===== config.mk =====
export PLATFORM = sky130hd
export DESIGN_NAME = dma_simple_mover
export DESIGN_NICKNAME = d
export VERILOG_FILES = /design/src/rtl/mv_pkg.sv /design/src/rtl/mv_beat_len.sv /design/src/rtl/mv_stage_buf.sv /design/src/rtl/mv_total_acc.sv /design/src/rtl/dma_simple_mover.sv
export SDC_FILE = /design/constraint.sdc
export NUM_CORES = 1
export LEC_CHECK = 0
export BUFFER_PORTS_ARGS = -buffer_cell sky130_fd_sc_hd__clkbuf_2
export CAP_MARGIN = 15
export CORE_AREA = 3 3 245 247
export DETAILED_ROUTE_END_ITERATION = 16
export DIE_AREA = 0 0 248 250
export PLACE_DENSITY = 0.62
export SYNTH_ARGS = -nofsm -noshare
export SYNTH_HDL_FRONTEND = slang
export SYNTH_SLANG_ARGS = --single-unit

===== constraint.sdc =====
create_clock -name clk -period 8.87 [get_ports clk]
set_input_delay 0.887 -clock clk [delete_from_list [all_inputs] [get_ports clk]]
set_output_delay 0.887 -clock clk [all_outputs]
set_load 0.005 [all_outputs]

===== src/rtl/mv_pkg.sv =====
package mv_pkg;
  typedef enum logic [1:0] {
    MV_COPY = 2'd0,
    MV_FILL = 2'd1,
    MV_READ = 2'd2
  } mv_mode_e;

  typedef enum logic [2:0] {
    ST_IDLE,
    ST_RREQ,
    ST_RRSP,
    ST_FILL,
    ST_WR,
    ST_DONE
  } mv_state_e;
endpackage


===== src/rtl/mv_beat_len.sv =====
module mv_beat_len #(
  parameter int IN_W   = 16,
  parameter int CW     = 5,
  parameter int WIDE   = 16,
  parameter int NARROW = 8
) (
  input  logic [IN_W-1:0] rem,
  input  logic            narrow,
  output logic [CW-1:0]   len
);
  localparam int CAP_W = (IN_W > CW) ? IN_W : CW;

  logic [CAP_W-1:0] r, cap;

  always_comb begin
    r   = CAP_W'(rem);
    cap = narrow ? CAP_W'(NARROW) : CAP_W'(WIDE);
    len = (r < cap) ? CW'(r) : CW'(cap);
  end
endmodule


===== src/rtl/mv_stage_buf.sv =====
module mv_stage_buf #(
  parameter int BYTES = 16,
  parameter int CW    = 5,
  localparam int W    = BYTES * 8
) (
  input  logic          clk,
  input  logic          rst_n,
  input  logic          load_en,
  input  logic [W-1:0]  load_data,
  input  logic [CW-1:0] off,
  output logic [W-1:0]  data
);
  logic [W-1:0] store_q;

  always_ff @(posedge clk) begin
    if (!rst_n)       store_q <= '0;
    else if (load_en) store_q <= load_data;
  end

  // unread bytes are presented from bit 0
  assign data = store_q >> {off, 3'b000};
endmodule


===== src/rtl/mv_total_acc.sv =====
module mv_total_acc #(
  parameter int TOT_W = 32,
  parameter int CW    = 5
) (
  input  logic             clk,
  input  logic             rst_n,
  input  logic             add_en,
  input  logic [CW-1:0]    add_len,
  input  logic             clr_en,
  input  logic [TOT_W-1:0] clr_mask,
  output logic [TOT_W-1:0] total
);
  logic [TOT_W-1:0] total_q, base;

  always_comb base = clr_en ? (total_q & ~clr_mask) : total_q;

  always_ff @(posedge clk) begin
    if (!rst_n) total_q <= '0;
    else        total_q <= base + (add_en ? TOT_W'(add_len) : '0);
  end

  assign total = total_q;
endmodule


===== src/rtl/dma_simple_mover.sv =====
module dma_simple_mover
  import mv_pkg::*;
#(
  parameter int ADDR_W    = 32,
  parameter int LEN_W     = 16,
  parameter int BUS_W     = 64,
  parameter int BUF_BYTES = 16,
  parameter int TOT_W     = 32,
  localparam int CW       = $clog2(BUF_BYTES + 1),
  localparam int BUF_W    = BUF_BYTES * 8
) (
  input  logic              clk,
  input  logic              rst_n,
  input  logic              start,
  input  logic              reg_origin,
  input  logic [1:0]        mode,
  input  logic              src_step,
  input  logic              dst_step,
  input  logic [ADDR_W-1:0] src_addr,
  input  logic [ADDR_W-1:0] dst_addr,
  input  logic [LEN_W-1:0]  src_size,
  input  logic [LEN_W-1:0]  dst_size,
  input  logic              dst_intr,
  input  logic [127:0]      fill_words,
  output logic              busy,
  output logic              done,
  output logic              dst_done_evt,
  output logic [TOT_W-1:0]  total_bytes,
  input  logic              total_clr_valid,
  input  logic [TOT_W-1:0]  total_clr_mask,
  output logic              rd_req_valid,
  input  logic              rd_req_ready,
  output logic [ADDR_W-1:0] rd_req_addr,
  output logic [CW-1:0]     rd_req_len,
  input  logic              rd_rsp_valid,
  output logic              rd_rsp_ready,
  input  logic [BUF_W-1:0]  rd_rsp_data,
  output logic              wr_valid,
  input  logic              wr_ready,
  output logic [ADDR_W-1:0] wr_addr,
  output logic [CW-1:0]     wr_len,
  output logic [BUF_W-1:0]  wr_data
);
  localparam int BUS_BYTES = BUS_W / 8;

  mv_state_e         st_q;
  mv_mode_e          mode_q, mode_in;
  logic              sfix_q, dfix_q, regm_q, intr_q, evt_q;
  logic [ADDR_W-1:0] src_q, dst_q;
  logic [LEN_W-1:0]  rem_q, drem_q, len_in;
  logic [CW-1:0]     chunk_q, left_q, off_q;
  logic [CW-1:0]     chunk_len, wlen;
  logic [BUF_W-1:0]  buf_out, load_data;
  logic              rq_hs, rs_hs, w_hs, last_wr, job_end, ev_chunk, add_en, load_en;

  // effective job settings: memory-origin jobs are always stepping copies
  always_comb begin
    mode_in = MV_COPY;
    if (reg_origin) begin
      case (mode)
        2'd1:    mode_in = MV_FILL;
        2'd2:    mode_in = MV_READ;
        default: mode_in = MV_COPY;
      endcase
    end
    len_in = (mode_in == MV_FILL) ? dst_size : src_size;
  end

  mv_beat_len #(.IN_W(LEN_W), .CW(CW), .WIDE(BUF_BYTES), .NARROW(BUS_BYTES)) u_chunk_len (
    .rem(rem_q), .narrow(sfix_q || (mode_q == MV_FILL)), .len(chunk_len));

  mv_beat_len #(.IN_W(CW), .CW(CW), .WIDE(BUF_BYTES), .NARROW(BUS_BYTES)) u_write_len (
    .rem(left_q), .narrow(dfix_q), .len(wlen));

  assign rq_hs    = rd_req_valid && rd_req_ready;
  assign rs_hs    = rd_rsp_valid && rd_rsp_ready;
  assign w_hs     = wr_valid && wr_ready;
  assign last_wr  = w_hs && (left_q == wlen);
  assign job_end  = (rem_q == LEN_W'(chunk_q));
  assign ev_chunk = regm_q && (mode_q != MV_FILL);
  assign add_en   = (rs_hs && (mode_q == MV_READ)) || last_wr;
  assign load_en  = (st_q == ST_FILL) || rs_hs;
  assign load_data = (st_q == ST_FILL) ? BUF_W'(fill_words) : rd_rsp_data;

  mv_stage_buf #(.BYTES(BUF_BYTES), .CW(CW)) u_stage (
    .clk(clk), .rst_n(rst_n), .load_en(load_en), .load_data(load_data),
    .off(off_q), .data(buf_out));

  mv_total_acc #(.TOT_W(TOT_W), .CW(CW)) u_total (
    .clk(clk), .rst_n(rst_n), .add_en(add_en), .add_len(chunk_q),
    .clr_en(total_clr_valid), .clr_mask(total_clr_mask), .total(total_bytes));

  always_ff @(posedge clk) begin
    if (!rst_n) begin
      st_q    <= ST_IDLE;
      mode_q  <= MV_COPY;
      sfix_q  <= 1'b0;
      dfix_q  <= 1'b0;
      regm_q  <= 1'b0;
      intr_q  <= 1'b0;
      evt_q   <= 1'b0;
      src_q   <= '0;
      dst_q   <= '0;
      rem_q   <= '0;
      drem_q  <= '0;
      chunk_q <= '0;
      left_q  <= '0;
      off_q   <= '0;
    end else begin
      evt_q <= w_hs && intr_q &&
               (ev_chunk ? (left_q == wlen) : (drem_q == LEN_W'(wlen)));
      case (st_q)
        ST_IDLE: if (start) begin
          mode_q <= mode_in;
          sfix_q <= reg_origin && !src_step;
          dfix_q <= reg_origin && !dst_step;
          regm_q <= reg_origin;
          intr_q <= dst_intr;
          src_q  <= src_addr;
          dst_q  <= dst_addr;
          rem_q  <= len_in;
          drem_q <= dst_size;
          if (len_in == '0)            st_q <= ST_DONE;
          else if (mode_in == MV_FILL) st_q <= ST_FILL;
          else                         st_q <= ST_RREQ;
        end
        ST_FILL: begin
          chunk_q <= chunk_len;
          left_q  <= chunk_len;
          off_q   <= '0;
          st_q    <= ST_WR;
        end
        ST_RREQ: if (rq_hs) begin
          chunk_q <= chunk_len;
          st_q    <= ST_RRSP;
        end
        ST_RRSP: if (rs_hs) begin
          if (!sfix_q) src_q <= src_q + ADDR_W'(chunk_q);
          left_q <= chunk_q;
          off_q  <= '0;
          if (mode_q == MV_READ) begin
            rem_q <= rem_q - LEN_W'(chunk_q);
            st_q  <= job_end ? ST_DONE : ST_RREQ;
          end else begin
            st_q <= ST_WR;
          end
        end
        ST_WR: if (w_hs) begin
          if (!dfix_q) dst_q <= dst_q + ADDR_W'(wlen);
          left_q <= left_q - wlen;
          off_q  <= off_q + wlen;
          drem_q <= (drem_q > LEN_W'(wlen)) ? drem_q - LEN_W'(wlen) : '0;
          if (last_wr) begin
            rem_q <= rem_q - LEN_W'(chunk_q);
            if (job_end)                 st_q <= ST_DONE;
            else if (mode_q == MV_FILL)  st_q <= ST_FILL;
            else                         st_q <= ST_RREQ;
          end
        end
        default: st_q <= ST_IDLE;
      endcase
    end
  end

  assign busy         = (st_q != ST_IDLE);
  assign done         = (st_q == ST_DONE);
  assign dst_done_evt = evt_q;
  assign rd_req_valid = (st_q == ST_RREQ);
  assign rd_req_addr  = src_q;
  assign rd_req_len   = chunk_len;
  assign rd_rsp_ready = (st_q == ST_RRSP);
  assign wr_valid     = (st_q == ST_WR);
  assign wr_addr      = dst_q;
  assign wr_len       = wlen;
  assign wr_data      = buf_out;
endmodule


# --- Word-level counts from Yosys, hierarchy flattened ---
# Index checks and enable logic that the tools add are counted.
classes:
  n_addsub: 7
  order_cmp: 3
  n_eq_ne: 22
  shifts: 1
  mux: 49
  bitwise: 2
  n_reduce_logical: 31
op_table:
  columns: ["op", "count"]
  rows:
  - ["two-way mux 32 bit", 7]
  - ["two-way mux 16 bit", 9]
  - ["two-way mux 128 bit", 1]
  - ["one-hot mux 32 bit (2 select lines)", 2]
  - [">> shifter 128 x 8 -> 128 bit", 1]
  - ["adder 32 x 5 -> 32 bit", 2]
  - ["two-way mux 5 bit", 10]
  - ["one-hot mux 16 bit (3 select lines)", 1]
  - ["adder 32 bit", 1]
  - ["AND 32 bit", 1]
  - ["equality test 16 x 5 -> 1 bit", 2]
  - ["NOT 32 bit", 1]
  - ["one-hot mux 16 bit (2 select lines)", 1]
  - ["subtractor 16 x 5 -> 16 bit", 2]
  - ["one-hot mux 5 bit (3 select lines)", 2]
  - ["two-way mux 3 bit", 9]
  - ["greater-than comparator 16 x 5 -> 1 bit", 1]
  - ["logical NOT 16 bit", 1]
  - ["less-than comparator 16 bit", 1]
  - ["one-hot mux 3 bit (5 select lines)", 1]
  - ["inequality test 2 x 1 -> 1 bit (second input constant)", 6]
  - ["logical AND 1 bit", 10]
  - ["one-hot mux 5 bit (2 select lines)", 1]
  - ["nonzero test 3 bit", 3]
  - ["other kinds (22)", 39]
totals:
  reg_bits: 281
  out_inout_bits: 240
  word_cells: 131

# --- Longest topological paths before layout ---
logic_depth:
  ltp_word: 9
  ltp_mapped: 16
  depth_no_buf: 15

# --- Cells and area by module ---
# A second synthesis with hierarchy kept.
unflattened:
  cells_unflattened: 2579
  hier_area_um2: 21658.3
modules_own_cells:
  columns: ["mod", "instances", "cells_per_inst", "area_per_inst_um2", "seq_area_each_um2"]
  rows:
  - ["dma_simple_mover", 1, 1238, 9738.1, 2422.3]
  - ["mv_stage_buf", 1, 1027, 9452.8, 2562.5]
  - ["mv_total_acc", 1, 289, 2264.7, 640.6]
  - ["mv_beat_len (u_chunk_len)", 1, 13, 111.4, 0.0]
  - ["mv_beat_len (u_write_len)", 1, 12, 91.3, 0.0]

# --- Worst setup path after synthesis ---
# No wires, ideal clock.
synth_path:
  path_kind: "input to register"
  start: "in total_clr_valid"
  end: "reg u_total.total_q[10] (netlist: u_total.total[10])"
  setup_time_ns: 0.091
  t_arrival_ns: 3.484
  required_ns: 8.779
  path_slack_ns: 5.295
  path_stages: 12
  path_buffers: 4
  cell_sequence: "buf_2 clkbuf_1 clkbuf_1 a21boi_0 ha_1 fa_1 a211o_1 a21oi_1 or2_1 buf_2 o21ai_0 a311oi_1"
synth_via:
  elab_chain_cells: 2
synth_rtl:
  columns: ["item", "line", "rtl"]
  rows:
  - ["from (decl)", "dma_simple_mover.sv:29", "input logic total_clr_valid,"]
  - ["two-way mux 32 bit", "mv_total_acc.sv:15", "always_comb base = clr_en ? (total_q & ~clr_mask) : total_q;"]
  - ["adder 32 bit", "mv_total_acc.sv:19", "else total_q <= base + (add_en ? TOT_W'(add_len) : '0);"]
  - ["to (signal assigned)", "mv_total_acc.sv:19", null]
  - ["to (decl)", "mv_total_acc.sv:13", "logic [TOT_W-1:0] total_q, base;"]
# No other way between the ends.
# A chain may end at the register's enable or synchronous reset.

# --- Worst setup path in the final report ---
layout_path:
  start: "reg off_q[1]"
  end: "out wr_data[12]"
layout_via:
  elab_chain_cells: 1
layout_rtl:
  columns: ["item", "line", "rtl"]
  rows:
  - ["from (decl)", "dma_simple_mover.sv:51", "logic [CW-1:0] chunk_q, left_q, off_q;"]
  - ["from (signal assigned)", "dma_simple_mover.sv:151", "off_q <= off_q + wlen;"]
  - [">> shifter 128 x 8 -> 128 bit", "mv_stage_buf.sv:21", "assign data = store_q >> {off, 3'b000};"]
  - ["to (decl)", "dma_simple_mover.sv:42", "output logic [BUF_W-1:0] wr_data"]
# No other way between the ends.

==> impl_metrics.toml <==
[logic_synthesis]
synth_ff_type = "dfxtp_1"
ys_ff_latch = 281
synth_area_um2 = 20500
syn_inst = 2791
synth-async-reset-ratio = 0
ys_warn_count = 0
synth.most_common_cell = "nand2_1"
ys_types = 96
seq_area_frac_synth = 0.274
synth_edf_count = 0
yosysTopAreaCell = "dfxtp_1"
ys_top_cells_by_count = "nand2_1 (476), nor2_1 (369), dfxtp_1 (281)"
synth.area.top_cells = "dfxtp_1 (27%), nand2_1 (8.7%), mux2i_1 (7.6%)"
synth_area_per_cell_um2 = 7.36
syn_nets = 3229
synth.top_cell.area_share = 0.274

[power]
power.internal_mw = 3.62
p_per_area_nw_per_um2 = 265
switchingPower_mw = 3.06
total_power_mw = 6.67
p_clk_frac = 0.226
leakage_nw = 10.5
switching_share = 0.458
power_frac_seq = 0.317
p_comb_frac = 0.457
irDropWorstVdd_mv = 0.143

[timing]
timing.fmax_mhz = 190
drv_slew = 0
setup_tns_ps = 0
worst_slew_pin_slew_ps = 1090
period_share = 0.593
fin_skew_ps = 32.3
hold_viol = 0
timing.slew.headroom = 0.276
finalSetupViolations = 0
grt_setup_unrepaired = "no"
timing.hold.ws_ps = 466
fin_ws_ps = 3610
period_minus_slack_ps = 5260

[clocking]
clockBufferDepth = 3
htree_levels = 2
root_buffer = "clkbuf_16"
path_clk_slew_ps = 60
clock-sinks = 281
post_cts_buffers = 0
cts_resized = 0
clk_latency_ps = 570
cts_tree = "built"
cts_made_buffers = 36
cts_hold_buf = 0

[global_routing]
antenna_found_initial = 7
grt_max_degree = 95
gr-total-overflow = 0
grt_pass1_wl_mm = 141
grt_pass1_vias = 21900
track_usage = 0.297

[critical_path]
critPathLaunchType = "flop"
cpPeakStageDelay_ps = 1020
crit_buf_inv = 2
cp-end-kind = "output port"
crit_cells = 7
crit_arrival_ps = 4370
critical_path_required_ps = 7980
cp_max_fo = 73
crit_family = "buffers and inverters"
worstPathCellList = "buf_4 -> mux2_2 -> nor2_1 -> a21oi_1 -> mux2i_1 -> a211oi_1 -> clkbuf_2"
crit_slowest_cell = "dfxtp_4"
setup.worst_path.class = "reg2out"
ff2ff_path_depth = 12

[floorplanning]
dieArea_um2 = 62000
rows = 88
initial_utilization = 0.355
dieHeight_um = 250
io_pins = 637
core_um2 = 57800
die_width_um = 248

[place]
dpl.cell_count = 3988
post-place-ws_ps = 4340
placed_area_um2 = 24000
dp_hpwl_mm = 73.7
place_congestion = 1.05
io_buffer_count = 636

[routing]
drtPass1Iterations = 5
wl_per_cell_um = 23.8
post-route-drc-count = 0
drtIter0Drc = 2278
antenna_left = 0
vias = 23800
wl_mm = 96.8
viasPerCell = 5.85

[finish]
multiInputGateArea_um2 = 13800
nets = 3700
final_area_um2 = 25200
drive_above_1_share = 0.252
fin_cells = 4059
n_fill_cell = 6065
seq_area_um2 = 5640
areaGrowthSynthToFinish_pct = 22.4
utilization = 0.435

[flow_run]
drv_cap = 0

[min_path]
worstHoldPathType = "reg2reg"
hold_depth = 2

[status]
status = "finished clean"
==> cells in the final DEF, fill, tap and decap left out, types with 21 or more instances in the layout <==
master,Yosys,layout
a22oi_1,24,24
clkbuf_2,0,637
nor2_1,369,368
xnor2_1,21,21
ha_1,35,35
clkbuf_16,0,36
nand3_1,63,63
mux2_2,36,36
buf_4,16,29
nor4_1,33,33
nor2b_1,40,40
nand4_1,31,31
o22ai_1,25,25
nor3_1,44,43
a21oi_1,164,164
mux2i_1,155,155
o21ai_0,128,128
and2_1,35,35
inv_1,38,37
dfxtp_1,281,276
nand2_1,476,475
a311oi_1,144,144
a211oi_1,109,109
==> layout make-up <==
| cell class | count | share of cell area |
|---|---|---|
| clock buffers | 49 | 0.0397 |
| well taps | 765 | 0.0380 |
| multi-input cells | 2236 | 0.548 |
| repair buffers | 666 | 0.135 |
| flip-flops and latches | 281 | 0.224 |
| clock inverters | 14 | 0.00726 |
| inverters | 41 | 0.00642 |
| diodes | 7 | 0.000696 |
==> power by group through the flow <==
| stage | sequential [mW] | clock, mW | combinational, mW |
|---|---|---|---|
| after floorplan | 1.85 | 0 | 2.01 |
| after global placement | 2.12 | 0 | 3.00 |
| after detailed placement | 2.12 | 0 | 3.00 |
| after CTS | 2.09 | 1.54 | 3.02 |
| after global routing | 2.15 | 1.58 | 3.35 |
| final | 2.12 | 1.51 | 3.05 |
==> routing by layer <==
layer  track usage  routed length [µm]
met1         0.399               40700
met2         0.464               43100
met3        0.0651                9030
met5             0                  29
met4         0.115                3960
==> final timing paths <==
kind | start | end | slack [ps]
min | rem_q[0] | rem_q[0] | 470
max | off_q[1] | wr_data[12] | 3610
max reg2reg | st_q[2] | u_total.total[10] | 4460
min reg2reg | rem_q[0] | rem_q[0] | 470
==> cells by family (layout without fill, tap and decap cells) <==
family	Yosys count	count (layout)	synth area share
AND/OR/NAND/NOR	1189	1189	0.262
AO/OA/AOI/OAI	773	773	0.260
flip-flops	281	281	0.274
buffers and inverters	274	770	0.0564
multiplexers	202	202	0.107
adder cells (fa/ha/maj)	41	41	0.0272
XOR/XNOR	30	30	0.0128
other	1	8	0.000183
==> worst min-delay path, stage by stage, from the launching register on <==
cell	delay [ps]
dfxtp_1	310
nand2_1	50
a21oi_1	50
==> flip-flops by register name (all words and copies together) (netlist names), 2 cells and up <==
| signal | cells |
|---|---|
| off_q | 5 |
| rem_q | 16 |
| chunk_q | 5 |
| st_q | 3 |
| drem_q | 16 |
| wr_addr | 32 |
| u_total.total | 32 |
| rd_req_addr | 32 |
| u_stage.store_q | 128 |
| left_q | 5 |
| mode_q | 2 |
No activity file was read; power rests on OpenSTA's default activity.
